## src/rtl/omega_pkg.sv

```systemverilog
package omega_pkg;

    // Widest lane index supported (N up to 32)
    localparam int unsigned ADDR_MAX = 5;

    // Routing header that travels with every lane through the ranks
    typedef struct packed {
        logic                valid;
        logic [ADDR_MAX-1:0] dest;
        logic [ADDR_MAX-1:0] src;
    } hdr_t;

    // Perfect shuffle: rotate an lg-bit lane index left by one position
    function automatic int unsigned rotl_idx(input int unsigned idx, input int unsigned lg);
        int unsigned mask;
        mask = (32'd1 << lg) - 32'd1;
        return ((idx << 1) | (idx >> (lg - 1))) & mask;
    endfunction

endpackage

```

## src/rtl/omega_switch.sv

```systemverilog
module omega_switch
    import omega_pkg::*;
#(
    parameter int W   = 8,
    parameter int SEL = 0
) (
    input  hdr_t                a_hdr,
    input  logic [W-1:0]        a_dat,
    input  hdr_t                b_hdr,
    input  logic [W-1:0]        b_dat,
    output hdr_t                u_hdr,
    output logic [W-1:0]        u_dat,
    output hdr_t                l_hdr,
    output logic [W-1:0]        l_dat,
    output logic                drop,
    output logic [ADDR_MAX-1:0] drop_src
);

    logic a_side;
    logic b_side;
    logic clash;

    assign a_side   = a_hdr.dest[SEL];
    assign b_side   = b_hdr.dest[SEL];
    assign clash    = a_hdr.valid && b_hdr.valid && (a_side == b_side);
    assign drop     = clash;
    assign drop_src = b_hdr.src;

    always_comb begin
        u_hdr = '0;
        u_dat = '0;
        l_hdr = '0;
        l_dat = '0;
        // upper input is served first
        if (a_hdr.valid) begin
            if (a_side) begin
                l_hdr = a_hdr;
                l_dat = a_dat;
            end else begin
                u_hdr = a_hdr;
                u_dat = a_dat;
            end
        end
        // lower input only when it does not collide
        if (b_hdr.valid && !clash) begin
            if (b_side) begin
                l_hdr = b_hdr;
                l_dat = b_dat;
            end else begin
                u_hdr = b_hdr;
                u_dat = b_dat;
            end
        end
    end

endmodule

```

## src/rtl/omega_stage.sv

```systemverilog
module omega_stage
    import omega_pkg::*;
#(
    parameter int N = 8,
    parameter int W = 8,
    parameter int K = 0
) (
    input  hdr_t         in_hdr  [N],
    input  logic [W-1:0] in_dat  [N],
    output hdr_t         out_hdr [N],
    output logic [W-1:0] out_dat [N],
    output logic [N-1:0] drop_vec
);

    localparam int LG   = $clog2(N);
    localparam int HALF = N / 2;
    localparam int SEL  = LG - 1 - K;

    hdr_t                sh_hdr [N];
    logic [W-1:0]        sh_dat [N];
    logic                sw_drop [HALF];
    logic [ADDR_MAX-1:0] sw_src  [HALF];

    // shuffle wiring ahead of the rank
    for (genvar i = 0; i < N; i++) begin : g_shuf
        localparam int unsigned DST = rotl_idx(i, LG);
        assign sh_hdr[DST] = in_hdr[i];
        assign sh_dat[DST] = in_dat[i];
    end

    for (genvar j = 0; j < HALF; j++) begin : g_sw
        omega_switch #(.W(W), .SEL(SEL)) u_sw (
            .a_hdr   (sh_hdr[2*j]),
            .a_dat   (sh_dat[2*j]),
            .b_hdr   (sh_hdr[2*j+1]),
            .b_dat   (sh_dat[2*j+1]),
            .u_hdr   (out_hdr[2*j]),
            .u_dat   (out_dat[2*j]),
            .l_hdr   (out_hdr[2*j+1]),
            .l_dat   (out_dat[2*j+1]),
            .drop    (sw_drop[j]),
            .drop_src(sw_src[j])
        );
    end

    // translate dropped packets into per-source flags
    always_comb begin
        drop_vec = '0;
        for (int j = 0; j < HALF; j++) begin
            if (sw_drop[j]) drop_vec[sw_src[j][LG-1:0]] = 1'b1;
        end
    end

endmodule

```

## src/rtl/omega_net.sv

```systemverilog
module omega_net
    import omega_pkg::*;
#(
    parameter int N       = 8,
    parameter int W       = 8,
    parameter bit OUT_REG = 1'b1,
    localparam int A      = $clog2(N)
) (
    input  logic           clk,
    input  logic           rst,
    input  logic [N-1:0]   in_valid,
    input  logic [N*A-1:0] in_dest,
    input  logic [N*W-1:0] in_data,
    output logic [N-1:0]   out_valid,
    output logic [N*W-1:0] out_data,
    output logic [N*A-1:0] out_src,
    output logic [N-1:0]   blocked
);

    localparam int LG = A;

    hdr_t         ln_hdr [LG+1][N];
    logic [W-1:0] ln_dat [LG+1][N];
    logic [N-1:0] drop_st [LG];

    logic [N-1:0]   valid_c;
    logic [N*W-1:0] data_c;
    logic [N*A-1:0] src_c;
    logic [N-1:0]   block_c;

    // lane headers entering the first rank
    for (genvar i = 0; i < N; i++) begin : g_in
        hdr_t h;
        always_comb begin
            h          = '0;
            h.valid    = in_valid[i];
            h.dest[A-1:0] = in_dest[i*A +: A];
            h.src      = ADDR_MAX'(i);
        end
        assign ln_hdr[0][i] = h;
        assign ln_dat[0][i] = in_data[i*W +: W];
    end

    for (genvar k = 0; k < LG; k++) begin : g_rank
        omega_stage #(.N(N), .W(W), .K(k)) u_rank (
            .in_hdr  (ln_hdr[k]),
            .in_dat  (ln_dat[k]),
            .out_hdr (ln_hdr[k+1]),
            .out_dat (ln_dat[k+1]),
            .drop_vec(drop_st[k])
        );
    end

    always_comb begin
        block_c = '0;
        for (int k = 0; k < LG; k++) block_c = block_c | drop_st[k];
        for (int o = 0; o < N; o++) begin
            valid_c[o]         = ln_hdr[LG][o].valid;
            data_c[o*W +: W]   = ln_dat[LG][o];
            src_c[o*A +: A]    = ln_hdr[LG][o].src[A-1:0];
        end
    end

    if (OUT_REG) begin : g_reg
        always_ff @(posedge clk) begin
            if (rst) begin
                out_valid <= '0;
                out_data  <= '0;
                out_src   <= '0;
                blocked   <= '0;
            end else begin
                out_valid <= valid_c;
                out_data  <= data_c;
                out_src   <= src_c;
                blocked   <= block_c;
            end
        end
    end else begin : g_comb
        assign out_valid = valid_c;
        assign out_data  = data_c;
        assign out_src   = src_c;
        assign blocked   = block_c;
    end

endmodule

```

## config.mk

```make
export PLATFORM = sky130hd
export DESIGN_NAME = omega_net
export DESIGN_NICKNAME = d
export VERILOG_FILES = /design/src/rtl/omega_pkg.sv /design/src/rtl/omega_switch.sv /design/src/rtl/omega_stage.sv /design/src/rtl/omega_net.sv
export SDC_FILE = /design/constraint.sdc
export NUM_CORES = 1
export LEC_CHECK = 0
export BUFFER_PORTS_ARGS = -buffer_cell sky130_fd_sc_hd__buf_4
export CORE_UTILIZATION = 51
export DETAILED_ROUTE_END_ITERATION = 16
export PLACE_DENSITY = 0.9
export SETUP_SLACK_MARGIN = 0.3
export SKIP_CTS_REPAIR_TIMING = 1
export SYNTH_ARGS = -nofsm -noshare
export SYNTH_HDL_FRONTEND = slang
export SYNTH_SLANG_ARGS = --single-unit
```

## constraint.sdc

```tcl
create_clock -name clk -period 2.59 [get_ports clk]
set_input_delay 0.1295 -clock clk [delete_from_list [all_inputs] [get_ports clk]]
set_output_delay 0.1295 -clock clk [all_outputs]
set_load 0.005 [all_outputs]
```

==> results.yml <==
run:
  cap_violations: 0
synthesis:
  synth_top_area_cell: "dfxtp_1"
  synthCells: 649
  ys_warn_count: 0
  synth_edf_count: 0
  syn_area_per_cell_um2: 8.82
  synth_common_cells: "dfxtp_1 (104), a22oi_1 (76), o22ai_1 (65), o22a_1 (49), nand2_1 (42)"
  netlist.area_leader.share: 0.364
  ys_async_sr_fraction: 0
  netlist-cell-type-count: 71
  netlist_area_um2: 5720
  synth-seq-cells: 104
  synth_most_common_cell: "dfxtp_1"
  yosysSeqAreaShare: 0.364
  synth.area.top_cells: "dfxtp_1 (36%), a22oi_1 (10%), o22a_1 (7.5%)"
  ys.flop_type: "dfxtp_1"
  syn_nets: 747
route:
  drc: 0
  top_layer: "met4"
  route.antenna.remaining_nets: 0
  viasPerCell: 6.51
  routedWlPerCell_um: 22.1
  m1WireLength_um: 8440
  dr.pass1.iters: 8
  dr_wl_met3_um: 2500
  vias: 6341
  wl_um: 21500
  drtIter0Drc: 683
  dr_wl_met2_um: 10000
cts:
  cts_max_path_buffers: 2
  clkSinkCount: 104
  htreeDepth: 3
  cts_tree: "done"
  cts_root_buffer: "clkbuf_8"
  cts.clk_slew.worst_paths_ns: 0.10
  numCtsBuffers: 9
sta:
  fin_ws_ns: 0.492
  finalCritPeriodShare: 0.810
  tns_ns: 0
  max_clock_freq_mhz: 477
  grt_setup_unrepaired: "false"
  timing.final.hold_violations: 0
  final-max-slew-violation-count: 0
  fin_crit_ns: 2.10
  tightest_slew_ns: 0.696
  relSlewSlack: 0.532
  setup_viol: 0
run_status:
  status: "completed"
critical_path:
  required_ns: 2.89
  crit_type: "in2reg"
  worstSetupStartpoint: "in_dest[5]"
  critPathLaunchType: "primary input"
  endpoint_kind: "flop"
  cp.arrival_ns: 2.39
  cp_max_fo: 11
placement:
  dp_hpwl_um: 17100
  dp_slack_ns: 0.203
  io_buffers: 201
  place_congestion: 0.986
worst_hold_path:
  hp-class: "in2reg"
  hold-path-cell-count: 3
  worstHoldStart: "in_valid[4]"
  holdPathEnd: "blocked[4]"
floorplanning:
  io_pins: 202
  die_h_um: 108
  core_area_um2: 10900
  start_util: 0.526
  die_area_um2: 11600
  die_x_um: 108
  rows: 38
power_and_ir_drop:
  powerDensity_nw_per_um2: 498
  power.static_leakage_nw: 3.09
  ir_drop_uv: 345
global_route:
  grt_pass1_wl_um: 32100
  grt_usage: 0.367
  antenna_found_initial: 0
  grt_overflow: 0
  grt_max_degree: 43
  grt_pass1_vias: 5886
cells_and_area:
  syn_to_final_growth_pct: 31.8
  nets: 927
  n_antenna_cell: 0
  drive_gt1_frac: 0.321
[flip-flops by register name, indices dropped and copies added (netlist names)]
name / count
out_data: 64
blocked: 8
out_src: 24
out_valid: 8
[worst max-delay path, cell delays in order]
cell and delay, ns:
buf_4 0.15, and2_1 0.19, o31ai_1 0.61, mux2i_1 0.40, o21ai_0 0.17, or3_1 0.54
o32ai_1 0.19
[area by class of cell]
class                   instances  area, µm²
well taps                     140        175
clock buffers                   9        124
clock inverters                 7       97.6
repair buffers                223       1670
flip-flops and latches        104       2080
multi-input cells             479       3340
inverters                      12       45.0
fillers                       857       3350
[logic make-up (layout without fill, tap and decap cells)]
group,count (synthesis),in the layout,synth area share
xor+xnor,9,9,0.0151
simple gates,180,180,0.172
other cells,1,1,0.000655
compound gates,276,276,0.366
mux,13,13,0.0304
buf+inv,66,251,0.0518
flops,104,104,0.364
[worst max path at each step]
stage	end	cells past startpoint	slack, ns
final	out_src[13]	7	0.49
after floorplan	out_data[3]	9	0.60
after global placement	out_src[13]	7	0.32
after global routing	out_data[36]	7	0.41
after detailed placement	out_data[36]	7	0.20
after CTS	out_src[13]	7	0.61
[where the power goes]
part / internal (mW) / switching (mW)
sequential: 1.66 / 0.0200
clock: 0.475 / 0.652
combinational: 0.406 / 0.546
[routing by layer]
| layer | global-route usage | vias up |
|---|---|---|
| met5 | 0 | - |
| met4 | 0.138 | 0 |
| met3 | 0.0717 | 61 |
| met2 | 0.609 | 470 |
| met1 | 0.471 | 2913 |
| li1 | - | 2897 |
[layout by cell type, fill, tap and decap left out, types with 4 or more instances in the layout]
master      n
xnor2_1     5
and2_1      8
o22ai_1    65
a21oi_1    14
nor2b_1    17
nand2_1    42
nand2b_1   16
nand4_1     6
buf_4     223
a211oi_1    7
mux2i_1     4
o31ai_1     4
nor3_1      4
and3_1      4
o22a_1     49
a22o_1     12
or3_1       8
o21ai_0     6
clkbuf_8    9
nand3_1    12
a41oi_1     4
nor2_1     37
and3b_1     4
dfxtp_1   104
inv_1      11
a31oi_1    10
a22oi_1    76
mux2i_2     4
[through the flow]
stage | hold slack (ns) | power, mW | instances | utilization | area, µm²
global route | 0.0252 | 3.88 | 974 | 0.693 | 7540
floorplan | 0.255 | 2.23 | 649 | - | 5720
detailed placement | 0.419 | 2.64 | 958 | 0.672 | 7320
finish | 0.0144 | 3.76 | 974 | 0.693 | 7540
global placement | 0.417 | 2.63 | 958 | 0.672 | 7320
CTS | 0.00676 | 3.73 | 974 | 0.693 | 7540
(Power assumes the default switching activity.)
